File: src/rtl/chroma_mod_pkg.sv
package chroma_mod_pkg;

  // Default widths shared by the modulator and its sub-blocks
  localparam int unsigned DEF_SAMPLE_W = 8;
  localparam int unsigned DEF_GAIN_W   = 8;
  localparam int unsigned DEF_PHASE_W  = 32;
  localparam int unsigned DEF_ADDR_W   = 8;
  localparam int unsigned DEF_TRIG_W   = 8;
  localparam int unsigned DEF_OUT_W    = 10;
  localparam int unsigned DEF_SHIFT    = 6;

  // Side-band flags carried alongside the data through the pipeline
  typedef struct packed {
    logic valid;
    logic active;
  } chroma_tag_t;

endpackage

File: src/rtl/chroma_gain_stage.sv
module chroma_gain_stage #(
  parameter int unsigned SAMPLE_W = 8,
  parameter int unsigned GAIN_W   = 8
) (
  input  logic                       clk,
  input  logic                       rst_n,
  input  logic                       en,
  input  logic signed [SAMPLE_W-1:0] sample,
  input  logic        [GAIN_W-1:0]   gain,
  output logic signed [SAMPLE_W-1:0] scaled_q
);

  localparam int unsigned PROD_W = SAMPLE_W + GAIN_W + 1;
  localparam int unsigned FRAC   = GAIN_W - 1;
  localparam logic signed [PROD_W-1:0] SAT_HI =
    $signed({{(PROD_W-SAMPLE_W+1){1'b0}}, {(SAMPLE_W-1){1'b1}}});
  localparam logic signed [PROD_W-1:0] SAT_LO =
    $signed({{(PROD_W-SAMPLE_W+1){1'b1}}, {(SAMPLE_W-1){1'b0}}});
  localparam logic [GAIN_W-1:0] UNITY = GAIN_W'(1 << FRAC);

  logic signed [PROD_W-1:0]   s_ext;
  logic signed [PROD_W-1:0]   g_ext;
  logic signed [PROD_W-1:0]   prod;
  logic signed [PROD_W-1:0]   shifted;
  logic signed [SAMPLE_W-1:0] scaled_d;

  always_comb begin
    s_ext   = $signed({{(PROD_W-SAMPLE_W){sample[SAMPLE_W-1]}}, sample});
    g_ext   = $signed({{(PROD_W-GAIN_W){1'b0}}, gain});
    prod    = s_ext * g_ext;
    shifted = prod >>> FRAC;
    if (shifted > SAT_HI) begin
      scaled_d = SAT_HI[SAMPLE_W-1:0];
    end else if (shifted < SAT_LO) begin
      scaled_d = SAT_LO[SAMPLE_W-1:0];
    end else begin
      scaled_d = shifted[SAMPLE_W-1:0];
    end
  end

  always_ff @(posedge clk or negedge rst_n) begin
    if (!rst_n) begin
      scaled_q <= '0;
    end else if (en) begin
      scaled_q <= scaled_d;
    end
  end


  unity_gain_chk: assert property (@(posedge clk) disable iff (!rst_n)
    (en && gain == UNITY) |=> scaled_q == $past(sample));

endmodule

File: src/rtl/chroma_phase_gen.sv
module chroma_phase_gen #(
  parameter int unsigned PHASE_W = 32,
  parameter int unsigned ADDR_W  = 8
) (
  input  logic               clk,
  input  logic               rst_n,
  input  logic               en,
  input  logic               active,
  input  logic [PHASE_W-1:0] phase_inc,
  input  logic [ADDR_W-1:0]  hue,
  output logic [ADDR_W-1:0]  addr_q
);

  logic [PHASE_W-1:0] acc_q;
  logic [PHASE_W-1:0] acc_d;
  logic [ADDR_W-1:0]  hue_eff;
  logic [ADDR_W-1:0]  addr_d;

  always_comb begin
    acc_d   = acc_q + phase_inc;
    hue_eff = active ? hue : '0;
    addr_d  = acc_q[PHASE_W-1 -: ADDR_W] + hue_eff;
  end

  always_ff @(posedge clk or negedge rst_n) begin
    if (!rst_n) begin
      acc_q <= '0;
    end else begin
      acc_q <= acc_d;
    end
  end

  always_ff @(posedge clk or negedge rst_n) begin
    if (!rst_n) begin
      addr_q <= '0;
    end else if (en) begin
      addr_q <= addr_d;
    end
  end


  acc_hold_chk: assert property (@(posedge clk) disable iff (!rst_n)
    (phase_inc == '0) |=> $stable(acc_q));


  hue_outside_chk: assert property (@(posedge clk) disable iff (!rst_n)
    (en && !active) |=> addr_q == $past(acc_q[PHASE_W-1 -: ADDR_W]));

endmodule

File: src/rtl/chroma_trig_lut.sv
module chroma_trig_lut #(
  parameter int unsigned ADDR_W = 8,
  parameter int unsigned TRIG_W = 8
) (
  input  logic        [ADDR_W-1:0] addr,
  output logic signed [TRIG_W-1:0] sin_o,
  output logic signed [TRIG_W-1:0] cos_o
);

  localparam int unsigned DEPTH = 1 << ADDR_W;
  localparam int unsigned QTR   = DEPTH / 4;
  localparam int          AMP   = (1 << (TRIG_W - 1)) - 1;

  function automatic int sine_code(input int k);
    real v;
    v = real'(AMP) * $sin(2.0 * 3.14159265358979 * real'(k) / real'(DEPTH));
    if (v >= 0.0) begin
      return $rtoi(v + 0.5);
    end
    return -$rtoi(0.5 - v);
  endfunction

  logic signed [TRIG_W-1:0] tab [DEPTH];
  logic        [ADDR_W-1:0] cos_addr;

  for (genvar k = 0; k < DEPTH; k++) begin : g_tab
    assign tab[k] = TRIG_W'(sine_code(k));
  end

  always_comb begin
    cos_addr = addr + ADDR_W'(QTR);
    sin_o    = tab[addr];
    cos_o    = tab[cos_addr];
  end

endmodule

File: src/rtl/chroma_quad_mod.sv
module chroma_quad_mod
  import chroma_mod_pkg::*;
#(
  parameter int unsigned SAMPLE_W  = DEF_SAMPLE_W,
  parameter int unsigned GAIN_W    = DEF_GAIN_W,
  parameter int unsigned PHASE_W   = DEF_PHASE_W,
  parameter int unsigned ADDR_W    = DEF_ADDR_W,
  parameter int unsigned TRIG_W    = DEF_TRIG_W,
  parameter int unsigned OUT_W     = DEF_OUT_W,
  parameter int unsigned OUT_SHIFT = DEF_SHIFT
) (
  input  logic                       clk,
  input  logic                       rst_n,
  input  logic                       in_valid,
  input  logic                       active,
  input  logic signed [SAMPLE_W-1:0] cb,
  input  logic signed [SAMPLE_W-1:0] cr,
  input  logic        [GAIN_W-1:0]   gain_cb,
  input  logic        [GAIN_W-1:0]   gain_cr,
  input  logic        [PHASE_W-1:0]  phase_inc,
  input  logic        [ADDR_W-1:0]   hue,
  output logic                       out_valid,
  output logic signed [OUT_W-1:0]    chroma
);

  localparam int unsigned N_COMP = 2;
  localparam int unsigned SUM_W  = SAMPLE_W + TRIG_W + 1;
  localparam logic signed [SUM_W-1:0] ROUND = SUM_W'(1 << (OUT_SHIFT - 1));
  localparam logic signed [SUM_W-1:0] O_MAX = SUM_W'((1 << (OUT_W - 1)) - 1);
  localparam logic signed [SUM_W-1:0] O_MIN = SUM_W'(-(1 << (OUT_W - 1)));

  // Reset: asserted asynchronously, released on the second clock edge
  logic [1:0] rst_pipe;
  logic       rst_n_s;

  always_ff @(posedge clk or negedge rst_n) begin
    if (!rst_n) begin
      rst_pipe <= '0;
    end else begin
      rst_pipe <= {rst_pipe[0], 1'b1};
    end
  end
  assign rst_n_s = rst_pipe[1];

  // Stage 1: component gains and subcarrier address
  logic signed [SAMPLE_W-1:0] comp_in [N_COMP];
  logic        [GAIN_W-1:0]   comp_g  [N_COMP];
  logic signed [SAMPLE_W-1:0] comp_sc [N_COMP];

  assign comp_in[0] = cb;
  assign comp_in[1] = cr;
  assign comp_g[0]  = gain_cb;
  assign comp_g[1]  = gain_cr;

  for (genvar c = 0; c < N_COMP; c++) begin : g_comp
    chroma_gain_stage #(
      .SAMPLE_W (SAMPLE_W),
      .GAIN_W   (GAIN_W)
    ) i_gain (
      .clk      (clk),
      .rst_n    (rst_n_s),
      .en       (in_valid),
      .sample   (comp_in[c]),
      .gain     (comp_g[c]),
      .scaled_q (comp_sc[c])
    );
  end

  logic [ADDR_W-1:0] s1_addr;

  chroma_phase_gen #(
    .PHASE_W (PHASE_W),
    .ADDR_W  (ADDR_W)
  ) i_phase (
    .clk       (clk),
    .rst_n     (rst_n_s),
    .en        (in_valid),
    .active    (active),
    .phase_inc (phase_inc),
    .hue       (hue),
    .addr_q    (s1_addr)
  );

  chroma_tag_t s1_tag_d;
  chroma_tag_t s1_tag_q;

  always_comb begin
    s1_tag_d.valid  = in_valid;
    s1_tag_d.active = in_valid ? active : s1_tag_q.active;
  end

  always_ff @(posedge clk or negedge rst_n_s) begin
    if (!rst_n_s) begin
      s1_tag_q <= '0;
    end else begin
      s1_tag_q <= s1_tag_d;
    end
  end

  // Stage 2: lookup, quadrature products, rounding and gating
  logic signed [TRIG_W-1:0] sin_v;
  logic signed [TRIG_W-1:0] cos_v;

  chroma_trig_lut #(
    .ADDR_W (ADDR_W),
    .TRIG_W (TRIG_W)
  ) i_lut (
    .addr  (s1_addr),
    .sin_o (sin_v),
    .cos_o (cos_v)
  );

  logic signed [SUM_W-1:0] b_ext, r_ext, sn_ext, cs_ext;
  logic signed [SUM_W-1:0] sum_v, rnd_v, shr_v;
  logic signed [OUT_W-1:0] sat_v;
  logic signed [OUT_W-1:0] chroma_d;

  always_comb begin
    b_ext  = $signed({{(SUM_W-SAMPLE_W){comp_sc[0][SAMPLE_W-1]}}, comp_sc[0]});
    r_ext  = $signed({{(SUM_W-SAMPLE_W){comp_sc[1][SAMPLE_W-1]}}, comp_sc[1]});
    sn_ext = $signed({{(SUM_W-TRIG_W){sin_v[TRIG_W-1]}}, sin_v});
    cs_ext = $signed({{(SUM_W-TRIG_W){cos_v[TRIG_W-1]}}, cos_v});
    sum_v  = b_ext * sn_ext + r_ext * cs_ext;
    rnd_v  = sum_v + ROUND;
    shr_v  = rnd_v >>> OUT_SHIFT;
    if (shr_v > O_MAX) begin
      sat_v = O_MAX[OUT_W-1:0];
    end else if (shr_v < O_MIN) begin
      sat_v = O_MIN[OUT_W-1:0];
    end else begin
      sat_v = shr_v[OUT_W-1:0];
    end
    chroma_d = s1_tag_q.active ? sat_v : '0;
  end

  always_ff @(posedge clk or negedge rst_n_s) begin
    if (!rst_n_s) begin
      out_valid <= 1'b0;
    end else begin
      out_valid <= s1_tag_q.valid;
    end
  end

  always_ff @(posedge clk or negedge rst_n_s) begin
    if (!rst_n_s) begin
      chroma <= '0;
    end else if (s1_tag_q.valid) begin
      chroma <= chroma_d;
    end
  end


  valid_delay_chk: assert property (@(posedge clk) disable iff (!rst_n_s)
    out_valid == $past(in_valid, 2));


  blank_zero_chk: assert property (@(posedge clk) disable iff (!rst_n_s)
    (out_valid && !$past(active, 2)) |-> chroma == '0);


  reset_quiet_chk: assert property (@(posedge clk)
    !rst_n |-> (!out_valid && chroma == '0));

endmodule

File: config.mk
export PLATFORM = sky130hd
export DESIGN_NAME = chroma_quad_mod
export DESIGN_NICKNAME = d
export VERILOG_FILES = /design/src/rtl/chroma_mod_pkg.sv /design/src/rtl/chroma_gain_stage.sv /design/src/rtl/chroma_phase_gen.sv /design/src/rtl/chroma_trig_lut.sv /design/src/rtl/chroma_quad_mod.sv
export SDC_FILE = /design/constraint.sdc
export NUM_CORES = 1
export LEC_CHECK = 0
export BUFFER_PORTS_ARGS = -buffer_cell sky130_fd_sc_hd__buf_4
export CORE_MARGIN = 3
export CORE_UTILIZATION = 49
export CTS_CLUSTER_DIAMETER = 150
export DETAILED_ROUTE_END_ITERATION = 7
export GPL_TIMING_DRIVEN = 0
export MAX_ROUTING_LAYER = met4
export PLACE_DENSITY = 0.66
export SETUP_SLACK_MARGIN = 0.1
export SLEW_MARGIN = 30
export SYNTH_ARGS = -nofsm -noshare
export SYNTH_HDL_FRONTEND = slang
export SYNTH_HIERARCHICAL = 1
export SYNTH_SLANG_ARGS = --single-unit
File: constraint.sdc
create_clock -name clk -period 3 [get_ports clk]
set_input_delay 0.15 -clock clk [delete_from_list [all_inputs] [get_ports clk]]
set_output_delay 0.15 -clock clk [all_outputs]
set_load 0.03 [all_outputs]
==> flow_summary_export.csv <==
group,metric,value,unit
global_route,track_usage,0.2691,
clock_network,clock_latency,0.37,ns
finish,layout-drive-gt1-share,0.2235,
global_route,grt_overflow,0,
critical_path,critical_path_cell_count,29,
floorplanning,fp.dieH,188.9,um
route,ant_nets,0,
outcome,violations,"setup timing",
timing,finClkSkew,0.008372,ns
route,vias,14130,
clock_network,cts_buffer_depth,2,
route,first_pass_iters,5,
logic_synthesis,ys_dominant_reg_cell,"dfrtp_1",
logic_synthesis,yosys.area.top_type_share,0.2625,
clock_network,cts.sinks,71,
logic_synthesis,avgSynthCellArea,8.809,um2
timing,period_needed,7.902,ns
place,dp_hpwl,36.61,mm
route,wirelength,46.14,mm
clock_network,clock-root-buffer,"clkbuf_16",
clock_network,cts_made_buffers,9,
timing,drv_slew,0,
global_route,grt_pass1_wl,75.09,mm
logic_synthesis,synth_fp_nets,2334,
global_route,grt_pass1_vias,14630,
logic_synthesis,synth_largest_area_cell,"fa_1",
timing,fin_ws,-4.902,ns
floorplanning,die_area,35690,um2
timing,slew_headroom,0.4845,
timing,fin_crit_sh,2.634,
finish,fin_cells,2500,
route,vias_per_cell,5.652,
critical_path,slowest_delay,0.52,ns
logic_synthesis,synth_common_cells,"289 x inv_1, 215 x fa_1, 182 x ha_1, 156 x nand2_1, 153 x and2_1",
finish,area.growth.synth_to_final,20.79,%
timing,rsz0062_at_grt,"true",
min_path,hp-class,"input pin to flop",
logic_synthesis,synth_area,16390,um2
run,drv_cap,0,
global_route,grt_max_degree,44,
logic_synthesis,synth_cells,1861,
min_path,hold_depth,2,
floorplanning,start_util,0.5001,
timing,fmax,0.1265,GHz
outcome,outcome,"finished with violations",
place,dp.cells,2390,
critical_path,ff2ff_setup_slack,-4.90,ns
critical_path,cp.arrival,8.14,ns
timing,finalHoldViolCount,0,
critical_path,timing.critical_path.mode_cell,"fa_1",
timing,worst_slew_pin_slew,0.7733,ns
finish,final_nets,2526,
logic_synthesis,synth-edff-count,0,
global_route,antenna_found_initial,0,
clock_network,clk_pin_slew_worst_paths,0.06,ns
place,numPortBuffers,86,
timing,setup_viol,26,
logic_synthesis,netlist-cell-type-count,109,
floorplanning,ios,87,
critical_path,crit_family,"adder cells",
critical_path,reg2reg_depth,29,
critical_path,slowest_stage,"fa_1",
critical_path,worst-path-buf-inv,7,
logic_synthesis,synth_most_common_cell,"inv_1",
floorplanning,coreArea,32780,um2
place,post-place-ws,-5.678,ns
logic_synthesis,ys_seq_area_frac,0.1084,
route,routedWlPerCell,18.46,um
logic_synthesis,yosysWarnings,6,
route,drtIter0Drc,1136,
critical_path,worst_setup_path_end_kind,"flop",
clock_network,cts_tree,"done",
route,drc,0,
finish,diodes,0,
critical_path,required,3.24,ns
clock_network,htreeDepth,3,
logic_synthesis,ys_top_cells_by_area,"fa_1 26%, ha_1 14%, dfrtp_1 11%",
critical_path,cp-start-kind,"flop",
critical_path,critPathMaxFanout,9,
critical_path,setup.worst_path.class,"flop to flop",
floorplanning,die_w,188.9,um
logic_synthesis,async_reset_ff_frac,1.000,
floorplanning,rows,66,
logic_synthesis,synth-seq-cells,71,
place,place.gp.congestion,0.9780,
-- registers in the layout, indices dropped and copies added (netlist names) --
register	count
i_phase/addr_q	8
g_comp.i_gain/scaled_q	16
i_phase/acc_q	32
out_valid	1
s1_tag_q	2
chroma	10
rst_pipe	2
-- through the flow --
stage	setup TNS, ns	hold WS (ns)	instance area, um2	utilization
3_5_place_dp	-78.35	-0.06461	17950	0.5474
4_1_cts	-61.31	0.005568	19310	0.5889
6_report	-63.18	0.09248	19800	0.6040
3_3_place_gp	-95.18	-0.06647	17910	0.5462
2_1_floorplan	-59.03	-0.1456	16710	-
5_1_grt	-68.06	0.08676	19800	0.6040
-- metal layers --
layer	up-vias	part of all wire	global-route usage
li1	6611	-	-
met5	-	0	-
met4	0	0.029	0.08221
met1	6961	0.44	0.3512
met3	112	0.060	0.04277
met2	446	0.48	0.4343
-- logic make-up after synthesis --
kind of cell    share of synthesized area
fa+ha+maj                          0.4065
xor+xnor                          0.04312
flops                              0.1084
compound gates                     0.1646
buf+inv                           0.08502
simple gates                       0.1756
mux                               0.01649
other cells                     0.0002287
-- placed cells by master, fill, tap and decap left out, drive strengths merged, types with 8 or more instances in the layout --
cell type	count
a21oi	101
a311oi	9
and2	153
nor2	92
mux2i	9
or3	10
maj3	8
nand3	28
a211oi	15
a211o	9
nand2	157
nor3	19
o22ai	21
a21o	25
nand2b	23
ha	182
xor2	24
clkbuf	39
xnor2	53
o21ai	71
or2	8
nor2b	19
o211ai	13
inv	291
fa	215
buf	204
and3	13
mux2	8
a31oi	17
o21bai	9
a22oi	9
dfrtp	71
nand4	14
-- layout make-up --
| class | instances | area [um2] |
|---|---|---|
| clock inverters | 7 | 85.08 |
| multi-input cells | 1440 | 14130 |
| repair buffers | 182 | 1551 |
| inverters | 293 | 1120 |
| clock buffers | 9 | 225.2 |
| plain buffers | 56 | 350.3 |
| fillers | 2844 | 12980 |
| well taps | 442 | 553.0 |
| flip-flops and latches | 71 | 1785 |
-- worst register-to-register path: cells and delay by family (launching register included) --
kind | cells | cell delay (ns)
fa+ha+maj | 9 | 3.80
compound gates | 9 | 2.01
buf+inv | 7 | 0.68
simple gates | 3 | 0.58
flops | 1 | 0.42
xor+xnor | 1 | 0.30
-- final timing paths --
| path | start | endpoint |
|---|---|---|
| worst min register to register | rst_pipe[1] | i_phase/acc_q[9] |
| max in group asynchronous | rst_pipe[1] | g_comp[1].i_gain/scaled_q[2] |
| worst min-delay path | active | s1_tag_q[0] |
| min in group asynchronous | rst_n | rst_pipe[0] |
| worst max register to register | i_phase/addr_q[0] | chroma[8] |
| worst max-delay path | i_phase/addr_q[0] | chroma[8] |
-- timing repair --
item,in CTS,in global routing
hold buffers,2,1
resized for setup,113,66
buffers inserted,63,30
cloned,1,0
endpoints found under the setup margin,27,29
pin swaps,86,70
endpoints found under the hold margin,3,1
Power is not shown: default switching activity piles up to over one toggle a cycle in this logic, so the estimate is an artifact.
